--- src/rtl/listen_pkg.sv ---
`timescale 1ns/1ps
package listen_pkg;

    typedef enum logic [1:0] {
        RES_RSVD = 2'b00,
        RES_BASE = 2'b01,
        RES_MID  = 2'b10,
        RES_LONG = 2'b11
    } res_e;

    typedef enum logic [1:0] {
        END_STAY    = 2'b00,
        END_TO_MODE = 2'b01,
        END_RESUME  = 2'b10,
        END_RSVD    = 2'b11
    } end_e;

    typedef enum logic [2:0] {
        ST_OFF,
        ST_IDLE,
        ST_RX,
        ST_HOLD,
        ST_DRAIN,
        ST_EXIT
    } state_e;

    localparam res_e DEF_IDLE_RES = RES_MID;
    localparam res_e DEF_RX_RES   = RES_BASE;
    localparam end_e DEF_END      = END_TO_MODE;

    localparam int PH_IDLE = 0;
    localparam int PH_RX   = 1;
    localparam int N_PH    = 2;

    function automatic res_e fix_res(input logic [1:0] raw, input res_e dflt);
        return (res_e'(raw) == RES_RSVD) ? dflt : res_e'(raw);
    endfunction

    function automatic end_e fix_end(input logic [1:0] raw);
        return (end_e'(raw) == END_RSVD) ? DEF_END : end_e'(raw);
    endfunction

    function automatic logic state_rx_on(input state_e s);
        return (s == ST_RX) || (s == ST_HOLD) || (s == ST_DRAIN);
    endfunction

    function automatic logic state_cycling(input state_e s);
        return (s == ST_IDLE) || (s == ST_RX) || (s == ST_DRAIN);
    endfunction

endpackage

--- src/rtl/listen_cfg_decode.sv ---
`timescale 1ns/1ps
module listen_cfg_decode
    import listen_pkg::*;
#(
    parameter int COEF_W    = 8,
    parameter int UNIT_MID  = 64,
    parameter int UNIT_LONG = 4096,
    parameter int CNT_W     = COEF_W + $clog2(UNIT_LONG + 1)
) (
    input  logic [1:0]        idle_res,
    input  logic [COEF_W-1:0] idle_coef,
    input  logic [1:0]        rx_res,
    input  logic [COEF_W-1:0] rx_coef,
    input  logic [1:0]        end_sel,
    output logic [CNT_W-1:0]  idle_len,
    output logic [CNT_W-1:0]  rx_len,
    output end_e              end_act
);

    localparam int PAD_W = CNT_W - COEF_W;

    logic [1:0]        raw_res [N_PH];
    logic [COEF_W-1:0] raw_coef[N_PH];
    res_e              dflt_res[N_PH];
    logic [CNT_W-1:0]  len     [N_PH];

    function automatic logic [CNT_W-1:0] unit_of(input res_e r);
        case (r)
            RES_MID:  return CNT_W'(UNIT_MID);
            RES_LONG: return CNT_W'(UNIT_LONG);
            default:  return CNT_W'(1);
        endcase
    endfunction

    assign raw_res[PH_IDLE]  = idle_res;
    assign raw_res[PH_RX]    = rx_res;
    assign raw_coef[PH_IDLE] = idle_coef;
    assign raw_coef[PH_RX]   = rx_coef;
    assign dflt_res[PH_IDLE] = DEF_IDLE_RES;
    assign dflt_res[PH_RX]   = DEF_RX_RES;

    for (genvar g = 0; g < N_PH; g++) begin : g_phase
        res_e eff_res;
        assign eff_res = fix_res(raw_res[g], dflt_res[g]);
        assign len[g]  = {{PAD_W{1'b0}}, raw_coef[g]} * unit_of(eff_res);
    end

    assign idle_len = len[PH_IDLE];
    assign rx_len   = len[PH_RX];
    assign end_act  = fix_end(end_sel);

endmodule

--- src/rtl/listen_phase_timer.sv ---
`timescale 1ns/1ps
module listen_phase_timer #(
    parameter int CNT_W = 21
) (
    input  logic             clk,
    input  logic             rst,
    input  logic             load,
    input  logic [CNT_W-1:0] load_val,
    input  logic             tick,
    output logic             expired
);

    logic [CNT_W-1:0] remain_q;

    always_ff @(posedge clk) begin
        if (rst) begin
            remain_q <= '0;
        end else if (load) begin
            remain_q <= load_val;
        end else if (tick && (remain_q != '0)) begin
            remain_q <= remain_q - CNT_W'(1);
        end
    end

    assign expired = (remain_q == '0);

endmodule

--- src/rtl/listen_seq_fsm.sv ---
`timescale 1ns/1ps
module listen_seq_fsm
    import listen_pkg::*;
#(
    parameter int CNT_W  = 21,
    parameter int MODE_W = 3
) (
    input  logic              clk,
    input  logic              rst,
    input  logic              listen_en,
    input  logic [CNT_W-1:0]  idle_len,
    input  logic [CNT_W-1:0]  rx_len,
    input  end_e              end_act,
    input  logic              need_sync,
    input  logic [MODE_W-1:0] exit_mode,
    input  logic              rssi_hit,
    input  logic              sync_hit,
    input  logic              payload_ready,
    input  logic              rx_timeout,
    input  logic              expired,
    output logic              tmr_load,
    output logic [CNT_W-1:0]  tmr_val,
    output logic              rx_en,
    output logic              listen_active,
    output logic              mode_sel_valid,
    output logic [MODE_W-1:0] mode_sel,
    output logic              fifo_flush
);

    state_e            st_q, st_d;
    end_e              end_q;
    logic              flush_pend_q;
    logic              flush_q;
    logic [MODE_W-1:0] mode_q;
    logic              accept;
    logic              done_evt;

    assign accept   = rssi_hit && (!need_sync || sync_hit);
    assign done_evt = payload_ready || rx_timeout;

    always_comb begin
        st_d     = st_q;
        tmr_load = 1'b0;
        tmr_val  = idle_len;
        if (!listen_en) begin
            st_d = ST_OFF;
        end else begin
            case (st_q)
                ST_OFF: begin
                    st_d     = ST_IDLE;
                    tmr_load = 1'b1;
                    tmr_val  = idle_len;
                end
                ST_IDLE: begin
                    if (expired) begin
                        st_d     = ST_RX;
                        tmr_load = 1'b1;
                        tmr_val  = rx_len;
                    end
                end
                ST_RX: begin
                    if (accept) begin
                        st_d = (end_act == END_STAY) ? ST_HOLD : ST_DRAIN;
                    end else if (expired) begin
                        st_d     = ST_IDLE;
                        tmr_load = 1'b1;
                        tmr_val  = idle_len;
                    end
                end
                ST_DRAIN: begin
                    if (done_evt) begin
                        if (end_q == END_RESUME) begin
                            st_d     = ST_IDLE;
                            tmr_load = 1'b1;
                            tmr_val  = idle_len;
                        end else begin
                            st_d = ST_EXIT;
                        end
                    end
                end
                default: st_d = st_q;
            endcase
        end
    end

    always_ff @(posedge clk) begin
        if (rst) begin
            st_q         <= ST_OFF;
            end_q        <= DEF_END;
            flush_pend_q <= 1'b0;
            flush_q      <= 1'b0;
            mode_q       <= '0;
        end else begin
            st_q    <= st_d;
            flush_q <= 1'b0;
            if (st_q == ST_RX && st_d != ST_RX && st_d != ST_IDLE) begin
                end_q <= end_act;
            end
            if (st_q == ST_DRAIN && st_d == ST_EXIT) begin
                mode_q <= exit_mode;
            end
            if (st_d == ST_OFF) begin
                flush_pend_q <= 1'b0;
            end else if (st_q == ST_DRAIN && st_d == ST_IDLE) begin
                flush_pend_q <= 1'b1;
            end else if (st_q == ST_IDLE && st_d == ST_RX) begin
                flush_q      <= flush_pend_q;
                flush_pend_q <= 1'b0;
            end
        end
    end

    assign rx_en          = state_rx_on(st_q);
    assign listen_active  = state_cycling(st_q);
    assign mode_sel_valid = (st_q == ST_EXIT);
    assign mode_sel       = (st_q == ST_EXIT) ? mode_q : '0;
    assign fifo_flush     = flush_q;

endmodule

--- src/rtl/listen_seq.sv ---
`timescale 1ns/1ps
module listen_seq
    import listen_pkg::*;
#(
    parameter int COEF_W    = 8,
    parameter int MODE_W    = 3,
    parameter int UNIT_MID  = 64,
    parameter int UNIT_LONG = 4096
) (
    input  logic              clk,
    input  logic              rst,
    input  logic              tick,
    input  logic              listen_en,
    input  logic [1:0]        idle_res,
    input  logic [COEF_W-1:0] idle_coef,
    input  logic [1:0]        rx_res,
    input  logic [COEF_W-1:0] rx_coef,
    input  logic              need_sync,
    input  logic [1:0]        end_sel,
    input  logic [MODE_W-1:0] exit_mode,
    input  logic              rssi_hit,
    input  logic              sync_hit,
    input  logic              payload_ready,
    input  logic              rx_timeout,
    output logic              rx_en,
    output logic              listen_active,
    output logic              mode_sel_valid,
    output logic [MODE_W-1:0] mode_sel,
    output logic              fifo_flush
);

    localparam int CNT_W = COEF_W + $clog2(UNIT_LONG + 1);

    logic [CNT_W-1:0] idle_len, rx_len, tmr_val;
    end_e             end_act;
    logic             tmr_load, expired;

    listen_cfg_decode #(
        .COEF_W(COEF_W), .UNIT_MID(UNIT_MID),
        .UNIT_LONG(UNIT_LONG), .CNT_W(CNT_W)
    ) u_cfg (
        .idle_res (idle_res),
        .idle_coef(idle_coef),
        .rx_res   (rx_res),
        .rx_coef  (rx_coef),
        .end_sel  (end_sel),
        .idle_len (idle_len),
        .rx_len   (rx_len),
        .end_act  (end_act)
    );

    listen_phase_timer #(.CNT_W(CNT_W)) u_tmr (
        .clk     (clk),
        .rst     (rst),
        .load    (tmr_load),
        .load_val(tmr_val),
        .tick    (tick),
        .expired (expired)
    );

    listen_seq_fsm #(.CNT_W(CNT_W), .MODE_W(MODE_W)) u_fsm (
        .clk           (clk),
        .rst           (rst),
        .listen_en     (listen_en),
        .idle_len      (idle_len),
        .rx_len        (rx_len),
        .end_act       (end_act),
        .need_sync     (need_sync),
        .exit_mode     (exit_mode),
        .rssi_hit      (rssi_hit),
        .sync_hit      (sync_hit),
        .payload_ready (payload_ready),
        .rx_timeout    (rx_timeout),
        .expired       (expired),
        .tmr_load      (tmr_load),
        .tmr_val       (tmr_val),
        .rx_en         (rx_en),
        .listen_active (listen_active),
        .mode_sel_valid(mode_sel_valid),
        .mode_sel      (mode_sel),
        .fifo_flush    (fifo_flush)
    );

endmodule

--- config.mk ---
export PLATFORM = sky130hd
export DESIGN_NAME = listen_seq
export DESIGN_NICKNAME = d
export VERILOG_FILES = /design/src/rtl/listen_pkg.sv /design/src/rtl/listen_cfg_decode.sv /design/src/rtl/listen_phase_timer.sv /design/src/rtl/listen_seq_fsm.sv /design/src/rtl/listen_seq.sv
export SDC_FILE = /design/constraint.sdc
export NUM_CORES = 1
export LEC_CHECK = 0
export BUFFER_PORTS_ARGS = -buffer_cell sky130_fd_sc_hd__buf_2
export CORE_ASPECT_RATIO = 1.75
export CORE_MARGIN = 5
export CORE_UTILIZATION = 50
export CTS_BUF_LIST = sky130_fd_sc_hd__clkbuf_8
export DETAILED_ROUTE_END_ITERATION = 8
export GPL_ROUTABILITY_DRIVEN = 0
export PLACE_DENSITY = 0.78
export SYNTH_ARGS = -nofsm -noshare
export SYNTH_HDL_FRONTEND = slang
export SYNTH_SLANG_ARGS = --single-unit
--- constraint.sdc ---
create_clock -name clk -period 8.63 [get_ports clk]
set_input_delay 0.863 -clock clk [delete_from_list [all_inputs] [get_ports clk]]
set_output_delay 0.863 -clock clk [all_outputs]
set_load 0.005 [all_outputs]
==> results.tsv, run 1 <==
metric	value	unit
cts_sinks	31	
n_antenna_cell	0	
setup_violations	0	
ant_nets	0	
synth.avg_cell_area	8.28	µm²
vias_per_cell	6.11	
crit_top_cell	ha_1	
dp.cells	474	
cpPeakStageDelay	0.41	ns
clk_latency	0.29	ns
p_per_area	127	nW/µm²
grt_setup_unrepaired	false	
die_h	114	µm
leakagePower	1.40	nW
slew_viol_final	0	
fin_cells	482	
root_buffer	clkbuf_8	
final_common_cell	buf_2	
clk_pin_slew	0.06	ns
synth_seq_area_share	0.200	
drt_iter0_drc	124	
power	430	µW
syn_inst	375	
worstPathArrival	3.82	ns
place_area	3280	µm²
cts_tree	done	
worstPathMaxFanout	12	
wl_per_cell	17.1	µm
dp_hpwl	6.59	mm
tightest_slew	1.15	ns
port_buffers	40	
ys_ff_latch	31	
path_cells	buf_2 -> inv_1 -> nor2_1 -> and2_1 -> ha_1 -> ha_1 -> ha_1 -> inv_1 -> fa_1 -> nor3_1 -> and2_1 -> o21ai_0 -> a211o_1 -> a221oi_2	
startpoint_type	input pin	
finalInstanceArea	3380	µm²
cts_hold_buf	0	
track_usage	0.211	
worstSetupEndpointType	flip-flop	
cp_slowest_cell	fa_1	
vias	2946	
htree_levels	2	
cts_resized	0	
clockBufferDepth	2	
hold_viol_final	0	
post-route-util	0.552	
grt_pass1_vias	2858	
row_count	38	
io_pins	41	
nNetsFinal	462	
overflow	0	
totalWireLength	8.22	mm
start_util	0.506	
drive_gt1_frac	0.162	
antenna_found_initial	0	
hold_class	reg2reg	
finalCritPeriodShare	0.419	
maxSlewHeadroom	0.228	
path_class	in2reg	
drcViolationCount	0	
synth_cell_types	61	
post-cts-setup-buffers	0	
skew	0.00414	ns
vdd_drop_max	50.2	µV
drv_cap	0	
drtPass1Iterations	4	
synth-async-reset-ratio	0	
synth_edf_count	0	
grt_pass1_wl	13.4	mm
die_area	7950	µm²
status	finished clean	
synth_ff_type	dfxtp_1	
syn_area	3100	µm²
fin_crit	3.62	ns
grt_max_degree	38	
setup_tns	0	ns
fp.dieW	69.6	µm
ys_warn_count	0	
numCtsBuffers	5	
final_cell_mix	buf_2 (40), nor2_1 (33), dfxtp_1 (31)	
areaGrowthSynthToFinish	8.99	%
fmaxAchievable	276	MHz
syn-num-nets	436	
core_area	6130	µm²
required	8.83	ns
[synthesized netlist by cell type, types with 3 or more instances]
cell type / count / area share
clkbuf_1: 12 / 0.015
and4b_1: 3 / 0.0097
nor4_1: 6 / 0.012
ha_1: 25 / 0.10
inv_1: 11 / 0.013
o21ai_0: 11 / 0.018
xnor2_1: 25 / 0.071
nor2_1: 33 / 0.040
nand2_1: 26 / 0.031
nand4_1: 3 / 0.0060
buf_6: 3 / 0.011
nor4_4: 3 / 0.021
dfxtp_1: 31 / 0.20
a21o_1: 5 / 0.012
a21oi_1: 13 / 0.021
a211oi_1: 19 / 0.046
or3_1: 3 / 0.0060
nand3_1: 8 / 0.013
nor3_1: 13 / 0.021
a311oi_1: 9 / 0.025
xor2_1: 11 / 0.031
o211ai_1: 6 / 0.015
and2_1: 10 / 0.020
and3_1: 14 / 0.028
mux2i_1: 5 / 0.016
nor2b_1: 14 / 0.028
buf_2: 5 / 0.0081
[cell type report]
type | count | area, µm²
tap | 80 | 100
fill | 589 | 2750
inverter | 11 | 41.3
clock buffer | 7 | 96.3
sequential | 31 | 621
timing repair buffer | 41 | 208
clock inverter | 1 | 3.75
multi-input combinational | 311 | 2310
[sequential cells by signal, summed over array words and instances (netlist names)]
register            cells
u_tmr.remain_q         21
u_fsm.mode_q            3
u_fsm.st_q              3
u_fsm.end_q             2
u_fsm.fifo_flush        1
u_fsm.flush_pend_q      1
[power by group]
part	switching, mW	internal [mW]	leakage, nW
sequential	0.0138	0.154	0.255
combinational	0.0820	0.0546	1.09
clock	0.0541	0.0715	0.0557
[final timing paths]
| check | from | to | slack [ns] | depth (start not counted) |
|---|---|---|---|---|
| setup / recovery | rx_res[1] | u_tmr.remain_q[16]$_SDFFE_PP0P_ | 5.01 | 14 |
| hold / removal | u_fsm.mode_q[2]$_SDFFE_PP0P_ | u_fsm.mode_q[2]$_SDFFE_PP0P_ | 0.48 | 2 |
| setup reg to reg | u_tmr.remain_q[2]$_SDFFE_PP0P_ | u_tmr.remain_q[16]$_SDFFE_PP0P_ | 5.49 | 6 |
| hold reg to reg | u_fsm.mode_q[2]$_SDFFE_PP0P_ | u_fsm.mode_q[2]$_SDFFE_PP0P_ | 0.48 | 2 |
[metal layers]
layer / wire length, µm / part of all wire / vias to the layer above / GRT usage
li1: - / - / 1444 / -
met1: 2940 / 0.36 / 1387 / 0.212
met2: 4380 / 0.53 / 85 / 0.395
met3: 344 / 0.042 / 30 / 0.0202
met4: 556 / 0.068 / 0 / 0.154
met5: 0 / 0 / - / 0
[cell families (layout without fill, tap and decap cells)]
| logic type | count (synthesis) | count (layout) | share of synthesized area |
|---|---|---|---|
| and+or+nand+nor | 156 | 156 | 0.307 |
| muxes | 5 | 5 | 0.0161 |
| AOI/OAI and AO/OA | 87 | 87 | 0.207 |
| DFF | 31 | 31 | 0.200 |
| xor gates and xnor gates | 36 | 36 | 0.102 |
| buffers and inverters | 33 | 60 | 0.0548 |
| adders and majority gates | 27 | 27 | 0.114 |
[worst max-delay path: cells and delay by family]
family / cells / cell delay, ns
adders and majority gates: 4 / 0.87
and+or+nand+nor: 4 / 1.02
AOI/OAI and AO/OA: 3 / 0.63
buffers and inverters: 3 / 0.43
[through the flow]
step | setup slack [ns] | hold WS [ns]
after global routing | 4.79 | 0.532
after global placement | 4.86 | 0.463
after floorplan | 5.20 | 0.450
after detailed placement | 4.76 | 0.475
final | 5.01 | 0.483
after CTS | 5.06 | 0.490
No activity file was read; power rests on OpenSTA's default activity.
==> run 2: changes to the inputs <==
PLACE_DENSITY = 0.8   (was 0.78)
clock period = 3.3 ns   (was 8.63 ns; I/O delays follow)
==> results.tsv, run 2 (same netlist as run 1, synthesis figures left out) <==
metric	value	unit	change
die_h	114	µm	unchanged
skew	0.00660	ns	+0.00246 ns
areaGrowthSynthToFinish	10.2	%	
worstPathMaxFanout	8		-4
grt_setup_unrepaired	false		
grt_pass1_vias	2971		+4.0%
fp.dieW	69.6	µm	unchanged
drtPass1Iterations	4		unchanged
drcViolationCount	0		unchanged
largest_reg_flops	21		unchanged
clk_latency	0.28	ns	about the same
pre_cts_ws	0.142	ns	-4.62 ns
track_usage	0.208		-0.00233
post-cts-setup-buffers	0		unchanged
cpPeakStageDelay	0.41	ns	about the same
status	finished clean		
final_common_cell	buf_2		
clockBufferDepth	2		unchanged
cts_tree	done		
finalCritPeriodShare	0.882		
layout_setup_ws	0.389	ns	-4.62 ns
hold_class	in2reg		
power_frac_clock	0.288		-0.004
critPathBufInv	3		unchanged
vias	2986		+1.4%
root_buffer	clkbuf_8		
overflow	0		unchanged
grt_max_degree	38		unchanged
cts_sinks	31		unchanged
gr-usage-met2	0.401		+0.00574
vdd_drop_max	150	µV	+200%
n_antenna_cell	0		unchanged
drive_gt1_frac	0.172		+0.0103
top_usage_layer	met2		
reg.largest.list	u_tmr.remain_q (21), u_fsm.mode_q (3), u_fsm.st_q (3)		
regMostFlops	u_tmr.remain_q		
intPower	736	µW	+160%
start_util	0.506		unchanged
power.share.combinational	0.320		+0.002
clk_pin_slew	0.06	ns	about the same
grt_pass1_wl	13.3	mm	-0.77%
p_sw	385	µW	+160%
cp_slowest_cell	fa_1		
fin_crit	2.91	ns	
crit_family	adder cells		
startpoint_type	input pin		
regArea	621	µm²	unchanged
use_met1	0.202		-0.00960
final_cell_mix	buf_2 (40), nor2_1 (33), dfxtp_1 (31)		
leakagePower	1.42	nW	+1.8%
setup_violations	0		unchanged
path_cells	buf_2 -> inv_1 -> nor2_1 -> and2_1 -> ha_1 -> ha_1 -> ha_1 -> inv_1 -> fa_1 -> nor3_1 -> and2_1 -> o21ai_0 -> a211o_1 -> a221oi_2		
fmaxAchievable	344	MHz	
die_area	7950	µm²	unchanged
maxSlewHeadroom	0.475		+0.248
worstSetupEndpointType	flip-flop		
setup_tns	0	ns	unchanged
hold_viol_final	0		unchanged
multiInputGateArea	2310	µm²	unchanged
port_buffers	40		unchanged
place_area	3320	µm²	+1.1%
worstPathArrival	3.11	ns	-0.71 ns
path_class	in2reg		
wl_per_cell	16.7	µm	-2.1%
p_per_area	328	nW/µm²	+160%
nNetsFinal	467		+1.1%
drv_cap	0		unchanged
dp_hpwl	6.56	mm	-0.45%
antenna_found_initial	0		unchanged
htree_levels	2		unchanged
fillCellCount	584		-0.85%
required	3.50	ns	-5.33 ns
drt_iter0_drc	159		+28%
power	1.12	mW	+160%
slew_viol_final	0		unchanged
row_count	38		unchanged
gr-usage-met3	0.0246		+0.00439
seq_power_share	0.392		about the same
ant_nets	0		unchanged
swShare	0.343		-0.00495
io_pins	41		unchanged
crit_top_cell	ha_1		
tightest_slew	0.780	ns	-0.370 ns
vias_per_cell	6.13		+0.32%
cts_hold_buf	0		unchanged
finalInstanceArea	3420	µm²	+1.1%
post-route-util	0.558		+0.00612
totalWireLength	8.13	mm	-1.1%
core_area	6130	µm²	unchanged
cts_resized	0		unchanged
numCtsBuffers	5		unchanged
-- run 2: cell count changes in the layout (fill, tap and decap cells not counted) --
cell	delta
buf_4	+5
-- run 2: power groups by stage --
stage          logic, mW  clock network [mW]  registers, mW
2_1_floorplan      0.270                   0          0.439
3_3_place_gp       0.348                   0          0.446
3_5_place_dp       0.353                   0          0.448
4_1_cts            0.358               0.328          0.440
5_1_grt            0.393               0.345          0.444
6_report           0.359               0.323          0.440
-- run 2: path summary, 6_finish.rpt --
kind | slack [ns] | cells past startpoint | endpoint | startpoint
max | 0.39 | 14 | u_tmr.remain_q[16]$_SDFFE_PP0P_ | rx_res[1]
min | 0.28 | 2 | u_fsm.end_q[0]$_SDFFE_PP1P_ | end_sel[0]
max reg2reg | 0.65 | 9 | u_tmr.remain_q[19]$_SDFFE_PP0P_ | u_tmr.remain_q[0]$_SDFFE_PP0P_
min reg2reg | 0.48 | 2 | u_fsm.mode_q[0]$_SDFFE_PP0P_ | u_fsm.mode_q[0]$_SDFFE_PP0P_
-- run 2: final cells by class --
class | count | area share
clock buffers | 7 | 0.0282
repair buffers | 46 | 0.0717
flip-flops and latches | 31 | 0.181
multi-input cells | 311 | 0.676
inverters | 11 | 0.0121
clock inverters | 1 | 0.00110
well taps | 80 | 0.0293
-- run 2: metrics by stage --
step,std cells,hold WS [ns]
floorplan,375,0.448
global placement,479,0.464
detailed placement,479,0.476
CTS,487,0.274
global route,487,0.287
finish,487,0.277
-- run 2: layer usage --
metal,vias to the layer above,share of wire
met5,-,0
met4,0,0.059
met3,31,0.047
met2,113,0.54
met1,1389,0.35
li1,1453,-
